## config.mk

```make
export PLATFORM = sky130hd
export DESIGN_NAME = mkd_deser_top
export DESIGN_NICKNAME = d
export VERILOG_FILES = /design/src/rtl/mkd_pkg.sv /design/src/rtl/mkd_shift_path.sv /design/src/rtl/mkd_parity_chk.sv /design/src/rtl/mkd_out_stage.sv /design/src/rtl/mkd_deser_top.sv
export SDC_FILE = /design/constraint.sdc
export NUM_CORES = 1
export LEC_CHECK = 0
export ABC_CLOCK_PERIOD_IN_PS = 1650
export BUFFER_PORTS_ARGS = -buffer_cell sky130_fd_sc_hd__buf_2
export CAP_MARGIN = 30
export CELL_PAD_IN_SITES_DETAIL_PLACEMENT = 1
export CELL_PAD_IN_SITES_GLOBAL_PLACEMENT = 1
export CORE_ASPECT_RATIO = 1.2
export CORE_MARGIN = 3
export CORE_UTILIZATION = 37
export CTS_CLUSTER_SIZE = 30
export DETAILED_ROUTE_END_ITERATION = 6
export MAX_ROUTING_LAYER = met4
export PLACE_DENSITY_LB_ADDON = 0.1
export SYNTH_ARGS = -nofsm -noshare
export SYNTH_HDL_FRONTEND = slang
export SYNTH_HIERARCHICAL = 1
export SYNTH_SLANG_ARGS = --single-unit
```

## constraint.sdc

```tcl
create_clock -name clk -period 1.65 [get_ports clk]
set_input_delay 0.33 -clock clk [delete_from_list [all_inputs] [get_ports clk]]
set_output_delay 0.33 -clock clk [all_outputs]
set_load 0.02 [all_outputs]
```

## src/rtl/mkd_pkg.sv

```systemverilog
package mkd_pkg;
  typedef enum logic {
    ST_RUN  = 1'b0,
    ST_HALT = 1'b1
  } run_state_t;
endpackage

```

## src/rtl/mkd_shift_path.sv

```systemverilog
module mkd_shift_path #(
  parameter int unsigned WORD_W = 8
) (
  input  logic              clk,
  input  logic              rst,
  input  logic              run,
  input  logic              sdin,
  output logic [WORD_W-1:0] data,
  output logic              full
);
  localparam logic [WORD_W-1:0] MARKER = {{(WORD_W-1){1'b0}}, 1'b1};

  // The marker sits below the data bits. When it reaches the carry slot
  // (full), the data field holds a complete word.
  always_ff @(posedge clk) begin
    if (rst || (run && full)) begin
      data <= MARKER;
      full <= 1'b0;
    end else if (run) begin
      {full, data} <= {data, sdin};
    end
  end

  // full lasts one cycle, because the parity edge reloads the marker.
  assert_full_single_R5: assert property (@(posedge clk) disable iff (rst)
    full |=> !full);

  // while a word is incomplete, the marker is still inside the data field.
  assert_marker_present_R2: assert property (@(posedge clk) disable iff (rst)
    !full |-> (data != '0));
endmodule

```

## src/rtl/mkd_parity_chk.sv

```systemverilog
module mkd_parity_chk #(
  parameter int unsigned WORD_W = 8
) (
  input  logic [WORD_W-1:0] data,
  input  logic              pbit,
  output logic              good
);
  logic [WORD_W:0] acc;

  assign acc[0] = pbit;
  for (genvar i = 0; i < WORD_W; i++) begin : g_xor
    assign acc[i+1] = acc[i] ^ data[i];
  end

  // Even parity: the XOR over all data bits and the parity bit is 0.
  assign good = ~acc[WORD_W];
endmodule

```

## src/rtl/mkd_out_stage.sv

```systemverilog
module mkd_out_stage
  import mkd_pkg::*;
#(
  parameter int unsigned WORD_W = 8
) (
  input  logic              clk,
  input  logic              rst,
  input  logic              check,
  input  logic              good,
  input  logic [WORD_W-1:0] data,
  output logic [WORD_W-1:0] word_out,
  output logic              word_rdy,
  output logic              par_err
);
  run_state_t state;

  always_ff @(posedge clk) begin
    if (rst) begin
      state    <= ST_RUN;
      word_out <= '0;
      word_rdy <= 1'b0;
    end else begin
      word_rdy <= 1'b0;
      if (state == ST_RUN && check) begin
        if (good) begin
          word_out <= data;
          word_rdy <= 1'b1;
        end else begin
          state <= ST_HALT;
        end
      end
    end
  end

  assign par_err = (state == ST_HALT);

  // the strobe is a single-cycle pulse.
  assert_rdy_pulse_R4: assert property (@(posedge clk) disable iff (rst)
    word_rdy |=> !word_rdy);

  // a strobe only follows a cycle in which the word was complete.
  assert_rdy_after_check_R4: assert property (@(posedge clk) disable iff (rst)
    word_rdy |-> $past(check));

  // the error flag and the strobe are never high together.
  assert_err_excl_R6: assert property (@(posedge clk) disable iff (rst)
    !(word_rdy && par_err));

  // the error flag is sticky until reset.
  assert_err_sticky_R7: assert property (@(posedge clk) disable iff (rst)
    par_err |=> par_err);

  // the output word is frozen while halted.
  assert_halt_hold_R7: assert property (@(posedge clk) disable iff (rst)
    par_err |=> $stable(word_out));
endmodule

```

## src/rtl/mkd_deser_top.sv

```systemverilog
module mkd_deser_top #(
  parameter int unsigned WORD_W = 8
) (
  input  logic              clk,
  input  logic              rst,
  input  logic              sdin,
  output logic [WORD_W-1:0] word_out,
  output logic              word_rdy,
  output logic              par_err
);
  logic [WORD_W-1:0] sh_data;
  logic              sh_full;
  logic              par_good;
  logic              run;

  assign run = ~par_err;

  mkd_shift_path #(.WORD_W(WORD_W)) u_shift (
    .clk  (clk),
    .rst  (rst),
    .run  (run),
    .sdin (sdin),
    .data (sh_data),
    .full (sh_full)
  );

  mkd_parity_chk #(.WORD_W(WORD_W)) u_par (
    .data (sh_data),
    .pbit (sdin),
    .good (par_good)
  );

  mkd_out_stage #(.WORD_W(WORD_W)) u_out (
    .clk      (clk),
    .rst      (rst),
    .check    (sh_full),
    .good     (par_good),
    .data     (sh_data),
    .word_out (word_out),
    .word_rdy (word_rdy),
    .par_err  (par_err)
  );
endmodule

```

==> insert_results.sql, run 1 <==
INSERT INTO impl_metrics (metric_group, metric, value, unit) VALUES
('timing', 'finalClockSkew', '0.000451', 'ns'),
('hold_path', 'holdCritStartpoint', 'sdin', ''),
('worst_setup_path', 'timing.critical_path.cells', 'xor2_1 > xnor3_1 > xnor2_1 > and3b_2 > buf_12 > mux2i_1', ''),
('logic_synthesis', 'yosysUniqueCellTypes', '17', ''),
('place', 'dp_worst_setup_slack', '-0.0969', 'ns'),
('timing', 'achievable_freq', '0.586', 'GHz'),
('pwr', 'power.density', '745', 'nW/um2'),
('routing', 'routed_wire_length_per_instance', '12.7', 'um'),
('finish', 'final_design_area_no_fill', '1060', 'um2'),
('clocking', 'ctsRootBufferMaster', 'sky130_fd_sc_hd__clkbuf_4', ''),
('routing', 'dr_total_vias', '654', ''),
('logic_synthesis', 'synthesis.area_per_instance', '10.1', 'um2'),
('timing', 'hold_slack', '0.295', 'ns'),
('logic_synthesis', 'synth_top_flop_cell', 'sky130_fd_sc_hd__dfxtp_1', ''),
('worst_setup_path', 'crit_path_end_kind', 'flop', ''),
('finish', 'antenna-diode-count', '0', ''),
('logic_synthesis', 'yosys_warnings', '6', ''),
('worst_setup_path', 'rr_startpoint', 'u_shift/data[4]', ''),
('place', 'placedInstanceArea', '1010', 'um2'),
('logic_synthesis', 'synthesis.area', '876', 'um2'),
('clocking', 'cts.sink_count', '19', ''),
('timing', 'tightestPinTransition', '0.413', 'ns'),
('logic_synthesis', 'ys_seq_elements', '19', ''),
('clocking', 'post_cts_hold_buffer_count', '0', ''),
('worst_setup_path', 'cp.required', '1.88', 'ns'),
('outcome', 'violations', 'setup timing', ''),
('timing', 'final_max_slew_viol_count', '0', ''),
('finish', 'area_growth', '21.0', '%'),
('routing', 'drc', '0', ''),
('worst_setup_path', 'setup.worst_path.start', 'u_shift/data[4]', ''),
('logic_synthesis', 'synth_edf_count', '0', ''),
('worst_setup_path', 'critPathLaunchType', 'flop', ''),
('hold_path', 'worst_hold_path_type', 'primary input to flop', ''),
('clocking', 'htreeDepth', '1', ''),
('timing', 'grt_setup_unrepaired', 'true', ''),
('clocking', 'clockBufferDepth', '2', ''),
('finish', 'post-route-util', '49.0', '%'),
('grt', 'global_route.usage.total', '13.0', '%'),
('pwr', 'peakVddDrop', '0.000550', 'V'),
('run', 'cap_violations', '0', ''),
('place', 'port-buffer-count', '12', ''),
('grt', 'grt_pass1_wl', '2770', 'um'),
('outcome', 'status', 'finished with violations', ''),
('clocking', 'cts_tree', 'built', ''),
('timing', 'final_critical_path_setup_slack', '-0.0571', 'ns'),
('floorplan', 'die_x', '50.4', 'um'),
('timing', 'final_hold_viol_count', '0', ''),
('place', 'place.gp.congestion', '0.715', ''),
('floorplan', 'die-area', '2990', 'um2'),
('worst_setup_path', 'critical_path.n_buffers_inverters', '1', ''),
('clocking', 'clk-insertion-delay-late', '0.29', 'ns'),
('grt', 'via_count_of_the_first_global_routing_pass', '594', ''),
('finish', 'nets', '112', ''),
('grt', 'globalRouteOverflowTotal', '0', ''),
('worst_setup_path', 'crit_family', 'XOR/XNOR gates', ''),
('logic_synthesis', 'synth_fp_nets', '90', ''),
('logic_synthesis', 'synth_seq_area_share', '43.4', '%'),
('worst_setup_path', 'critical-path-slowest-cell', 'sky130_fd_sc_hd__xnor3_1', ''),
('routing', 'route.detailed.vias_per_inst', '4.74', ''),
('floorplan', 'io_pins', '13', ''),
('worst_setup_path', 'worst_path_fanout_max', '9', ''),
('floorplan', 'placement_rows', '18', ''),
('finish', 'layout-drive-gt1-share', '26.9', '%'),
('worst_setup_path', 'timing_worst_setup_path_type', 'flop to flop', ''),
('pwr', 'leakage', '0.416', 'nW'),
('routing', 'postRouteAntennaNets', '0', ''),
('timing', 'slew_headroom', '72.5', '%'),
('logic_synthesis', 'ys_async_sr_fraction', '0', '%'),
('worst_setup_path', 'critPathMaxStageDelay', '0.42', 'ns'),
('timing', 'setup-violations-final', '9', ''),
('timing', 'post-route-min-period', '1.71', 'ns');
-- worst paths after layout --
check                 endpoint  slack [ns]  cells past startpoint
max          u_out/word_out[0]       -0.06                      6
min            u_shift/data[0]        0.30                      3
max reg2reg  u_out/word_out[0]       -0.06                      6
min reg2reg  u_out/word_out[7]        0.48                      2
-- sequential cells by signal (all words and copies together) (netlist names) --
register and count:
u_out/word_out 8, u_shift/data 8, u_out/par_err 1, u_out/word_rdy 1, u_shift/full 1
-- tightest hold or removal path, stage by stage --
cell	delay, ns
sky130_fd_sc_hd__buf_2	0.10
sky130_fd_sc_hd__nor4b_2	0.05
sky130_fd_sc_hd__nor2_1	0.08
-- Yosys cell counts (2+ instances only) --
master                     count  area [um2]
sky130_fd_sc_hd__xnor2_1       4        35.0
sky130_fd_sc_hd__xor2_1        2        17.5
sky130_fd_sc_hd__a21oi_1       9        45.0
sky130_fd_sc_hd__mux2i_1       8        80.1
sky130_fd_sc_hd__nand3b_1      8        60.1
sky130_fd_sc_hd__nand2b_1     25         156
sky130_fd_sc_hd__dfxtp_1      19         380
sky130_fd_sc_hd__buf_6         2        22.5
sky130_fd_sc_hd__inv_1         2        7.51
-- layer usage --
| layer | wire length [um] | up-vias | global-route usage [%] |
|---|---|---|---|
| met5 | 0 | - | - |
| met4 | 16 | 0 | 6.92 |
| met3 | 56 | 2 | 3.02 |
| met2 | 875 | 8 | 20.7 |
| met1 | 807 | 312 | 15.1 |
| li1 | - | 332 | - |
-- logic make-up after synthesis --
| kind of cell | Yosys count | synth area share [%] |
|---|---|---|
| AO/OA/AOI/OAI | 9 | 5.14 |
| XOR/XNOR | 7 | 8.57 |
| buffers and inverters | 6 | 4.43 |
| flip-flops | 19 | 43.4 |
| multiplexers | 8 | 9.14 |
| AND/OR/NAND/NOR | 38 | 29.3 |
-- repair_timing --
| action | CTS | global route |
|---|---|---|
| pin swaps | 1 | 0 |
| setup buffers | 1 | 0 |
| gates resized for setup | 3 | 1 |
| setup endpoints to repair | 9 | 9 |
-- power breakdown --
group / switching (mW) / internal, mW / leakage [nW]
clock: 0.144 / 0.0940 / 0.0150
combinational: 0.0306 / 0.0487 / 0.246
sequential: 0.00710 / 0.466 / 0.155
total: 0.181 / 0.609 / 0.416
-- per-stage QoR --
| stage | cells | power, mW | TNS [ns] |
|---|---|---|---|
| 6_report | 138 | 0.790 | -0.382 |
| 5_1_grt | 138 | 0.830 | -1.01 |
| 4_1_cts | 138 | 0.799 | -0.418 |
| 3_5_place_dp | 133 | 0.551 | -0.673 |
| 3_3_place_gp | 133 | 0.548 | -0.140 |
| 2_1_floorplan | 87 | 0.531 | 0 |
-- final cells by class --
type                    count  area, um2
fillers                   272       1100
multi-input cells          62        465
flip-flops and latches     19        383
repair buffers             21        140
well taps                  30       37.5
clock buffers               4       26.3
inverters                   2       7.51
-- cell usage in the layout, fill, tap and decap left out --
master and count:
sky130_fd_sc_hd__xor2_1 2, sky130_fd_sc_hd__nor3_1 1, sky130_fd_sc_hd__and2b_1 1, sky130_fd_sc_hd__and3b_2 1, sky130_fd_sc_hd__mux2i_1 8, sky130_fd_sc_hd__nor2_1 1, sky130_fd_sc_hd__dfxtp_2 2, sky130_fd_sc_hd__xnor2_1 3
sky130_fd_sc_hd__buf_2 12, sky130_fd_sc_hd__nor4b_2 1, sky130_fd_sc_hd__nand2b_1 25, sky130_fd_sc_hd__buf_4 8, sky130_fd_sc_hd__xnor3_1 1, sky130_fd_sc_hd__clkbuf_1 1, sky130_fd_sc_hd__buf_12 1, sky130_fd_sc_hd__inv_1 2
sky130_fd_sc_hd__clkbuf_4 3, sky130_fd_sc_hd__dfxtp_1 17, sky130_fd_sc_hd__nand3b_1 8, sky130_fd_sc_hd__xnor2_2 1, sky130_fd_sc_hd__a21oi_1 9
No activity file was read; power rests on OpenSTA's default activity.
==> run 2, diff against run 1 <==
HOLD_SLACK_MARGIN = 0.05   (was not set)
PLACE_DENSITY = 0.75   (was not set)
PLACE_DENSITY_LB_ADDON = not set   (was 0.1)
==> run 2 against run 1 <==
  * The run still ends with setup timing left
  * Combinational power down 5.2%
  * First-iteration DRC count down 56%
  * Clock power is 3% higher
  * Sequential power is essentially flat
  * Die area unchanged
  * Sequential share of layout area decreased by 0.48 points
  * Cell area is 2.0% higher
  * Total power increased by 0.93%
  * Core utilization is 0.98 points higher
  * Sequential cell count unchanged
  * Via count shrank 0.61%
  * Largest power group unchanged
==> insert_results.sql, run 2 (same netlist as run 1, synthesis figures left out) <==
INSERT INTO impl_metrics (metric_group, metric, value, unit) VALUES
('floorplan', 'die_height', '59.3', 'um'),
('routing', 'drt-pass1-iter-count', '3', ''),
('timing', 'period_utilization_post_route', '107', '%'),
('finish', 'largestRegisters', 'u_out/word_out: 8 flops, u_shift/data: 8 flops', ''),
('clocking', 'post_cts_hold_buffer_count', '0', ''),
('routing', 'route.final.wire_length', '1850', 'um'),
('timing', 'post-route-min-period', '1.77', 'ns'),
('finish', 'nets', '112', ''),
('floorplan', 'placement_rows', '18', ''),
('timing', 'setup-violations-final', '9', ''),
('pwr', 'leakage', '0.418', 'nW'),
('place', 'port-buffer-count', '12', ''),
('timing', 'slew_headroom', '73.2', '%'),
('pwr', 'peakVddDrop', '0.000346', 'V'),
('routing', 'postRouteAntennaNets', '0', ''),
('finish', 'fill_cell_count', '278', ''),
('floorplan', 'initial_core_util', '40.5', '%'),
('clocking', 'cts.clk_slew.worst_paths', '0.11', 'ns'),
('grt', 'antenna_found_initial', '0', ''),
('worst_setup_path', 'crit_path_end_kind', 'flop', ''),
('worst_setup_path', 'worst_path_fanout_max', '9', ''),
('timing', 'final_critical_path_setup_slack', '-0.116', 'ns'),
('grt', 'global_route.usage.total', '14.6', '%'),
('finish', 'most-common-layout-cells', '25 x sky130_fd_sc_hd__nand2b_1, 15 x sky130_fd_sc_hd__dfxtp_1, 12 x sky130_fd_sc_hd__buf_2, 9 x sky130_fd_sc_hd__a21oi_1', ''),
('outcome', 'status', 'finished with violations', ''),
('finish', 'area_growth', '23.4', '%'),
('pwr', 'finalPower', '0.797', 'mW'),
('finish', 'layout-drive-gt1-share', '29.6', '%'),
('hold_path', 'worst_hold_path_type', 'primary input to flop', ''),
('grt', 'via_count_of_the_first_global_routing_pass', '671', ''),
('worst_setup_path', 'critPathMaxStageDelay', '0.45', 'ns'),
('timing', 'finalClockSkew', '0.00192', 'ns'),
('place', 'post_detailed_placement_half_perimeter_wirelength', '1180', 'um'),
('routing', 'dr.first_iter.drc_count', '4', ''),
('clocking', 'clk-insertion-delay-late', '0.31', 'ns'),
('clocking', 'cts-buffers-inserted', '3', ''),
('worst_setup_path', 'cp.required', '1.89', 'ns'),
('clocking', 'cts_tree', 'built', ''),
('timing', 'tightestPinTransition', '0.402', 'ns'),
('run', 'cap_violations', '0', ''),
('timing', 'final.setup.tns', '-0.914', 'ns'),
('routing', 'dr_total_vias', '650', ''),
('worst_setup_path', 'rr_startpoint', 'u_shift/data[4]', ''),
('timing', 'achievable_freq', '0.566', 'GHz'),
('floorplan', 'die_x', '50.4', 'um'),
('grt', 'grt_pass1_wl', '3060', 'um'),
('worst_setup_path', 'timing.critical_path.cells', 'xor2_2 > xnor3_1 > xnor2_1 > and3b_2 > buf_12 > mux2i_1', ''),
('timing', 'grt_setup_unrepaired', 'true', ''),
('clocking', 'cts.sink_count', '19', ''),
('routing', 'route.detailed.vias_per_inst', '4.71', ''),
('grt', 'maximum_number_of_pins_on_one_net_before_global_route_repair', '29', ''),
('routing', 'drc', '0', ''),
('floorplan', 'placeableCoreArea', '2160', 'um2'),
('worst_setup_path', 'critical_path.n_buffers_inverters', '1', ''),
('worst_setup_path', 'critPathLaunchType', 'flop', ''),
('finish', 'final_common_cell', 'sky130_fd_sc_hd__nand2b_1', ''),
('worst_setup_path', 'setup.worst_path.start', 'u_shift/data[4]', ''),
('clocking', 'clockBufferDepth', '2', ''),
('finish', 'multi_input_comb_area', '484', 'um2'),
('worst_setup_path', 'timing_worst_setup_path_type', 'flop to flop', ''),
('hold_path', 'holdCritStartpoint', 'sdin', ''),
('pwr', 'power.density', '737', 'nW/um2'),
('grt', 'globalRouteOverflowTotal', '0', ''),
('finish', 'register_area', '385', 'um2'),
('clocking', 'htreeDepth', '1', ''),
('place', 'place.gp.congestion', '0.728', ''),
('worst_setup_path', 'regToRegSetupSlack', '-0.12', 'ns'),
('clocking', 'ctsRootBufferMaster', 'sky130_fd_sc_hd__clkbuf_4', ''),
('timing', 'final_hold_viol_count', '0', ''),
('worst_setup_path', 'critical-path-slowest-cell', 'sky130_fd_sc_hd__xnor3_1', ''),
('floorplan', 'io_pins', '13', ''),
('finish', 'antenna-diode-count', '0', ''),
('timing', 'final_max_slew_viol_count', '0', ''),
('routing', 'routed_wire_length_per_instance', '13.4', 'um'),
('outcome', 'violations', 'setup timing', ''),
('worst_setup_path', 'critPathArrivalTime', '2.01', 'ns'),
('place', 'dp_worst_setup_slack', '-0.0746', 'ns'),
('worst_setup_path', 'crit_family', 'XOR/XNOR gates', ''),
('floorplan', 'die-area', '2990', 'um2');
==> run 2: report_power, final <==
group	switching (mW)	internal, mW
registers	0.00942	0.466
logic	0.0317	0.0435
clock network	0.152	0.0946
==> run 2: tightest hold or removal path: cells and delay by family <==
kind | cells | cell delay [ns]
AND/OR/NAND/NOR | 2 | 0.14
buffers and inverters | 1 | 0.10
==> run 2: stage by stage <==
step,util [%],area [um2],cells,hold WS [ns]
5_1_grt,50.0,1080,138,0.326
6_report,50.0,1080,138,0.284
3_5_place_dp,46.9,1010,133,0.464
2_1_floorplan,-,876,87,0.465
4_1_cts,48.7,1050,137,0.285
3_3_place_gp,46.9,1010,133,0.458
==> run 2: layout make-up <==
class | instances | share of cell area, %
clock buffer | 4 | 2.43
inverter | 2 | 0.694
multi-input combinational | 62 | 44.8
sequential | 19 | 35.6
tap | 30 | 3.47
timing repair buffer | 21 | 13.0
==> run 2: worst paths after layout <==
check                                    endpoint  cells past startpoint
worst max-delay path            u_out/word_out[6]                      6
worst min-delay path              u_shift/data[0]                      3
worst max register to register  u_out/word_out[6]                      6
worst min register to register  u_out/word_out[7]                      2
==> run 2: routing by layer <==
metal	routed length (um)	track usage, %	vias to the layer above	part of all wire [%]
met5	0	-	-	0
met4	48	8.08	0	2.6
met3	51	2.27	5	2.8
met2	913	22.8	9	49
met1	833	17.9	311	45
li1	-	-	325	-
==> run 2: timing repair <==
| item | CTS | global route |
|---|---|---|
| endpoints found under the setup margin | 9 | 9 |
| pin swaps | 1 | 1 |
| gates resized for setup | 4 | 4 |
| setup buffers | 0 | 1 |
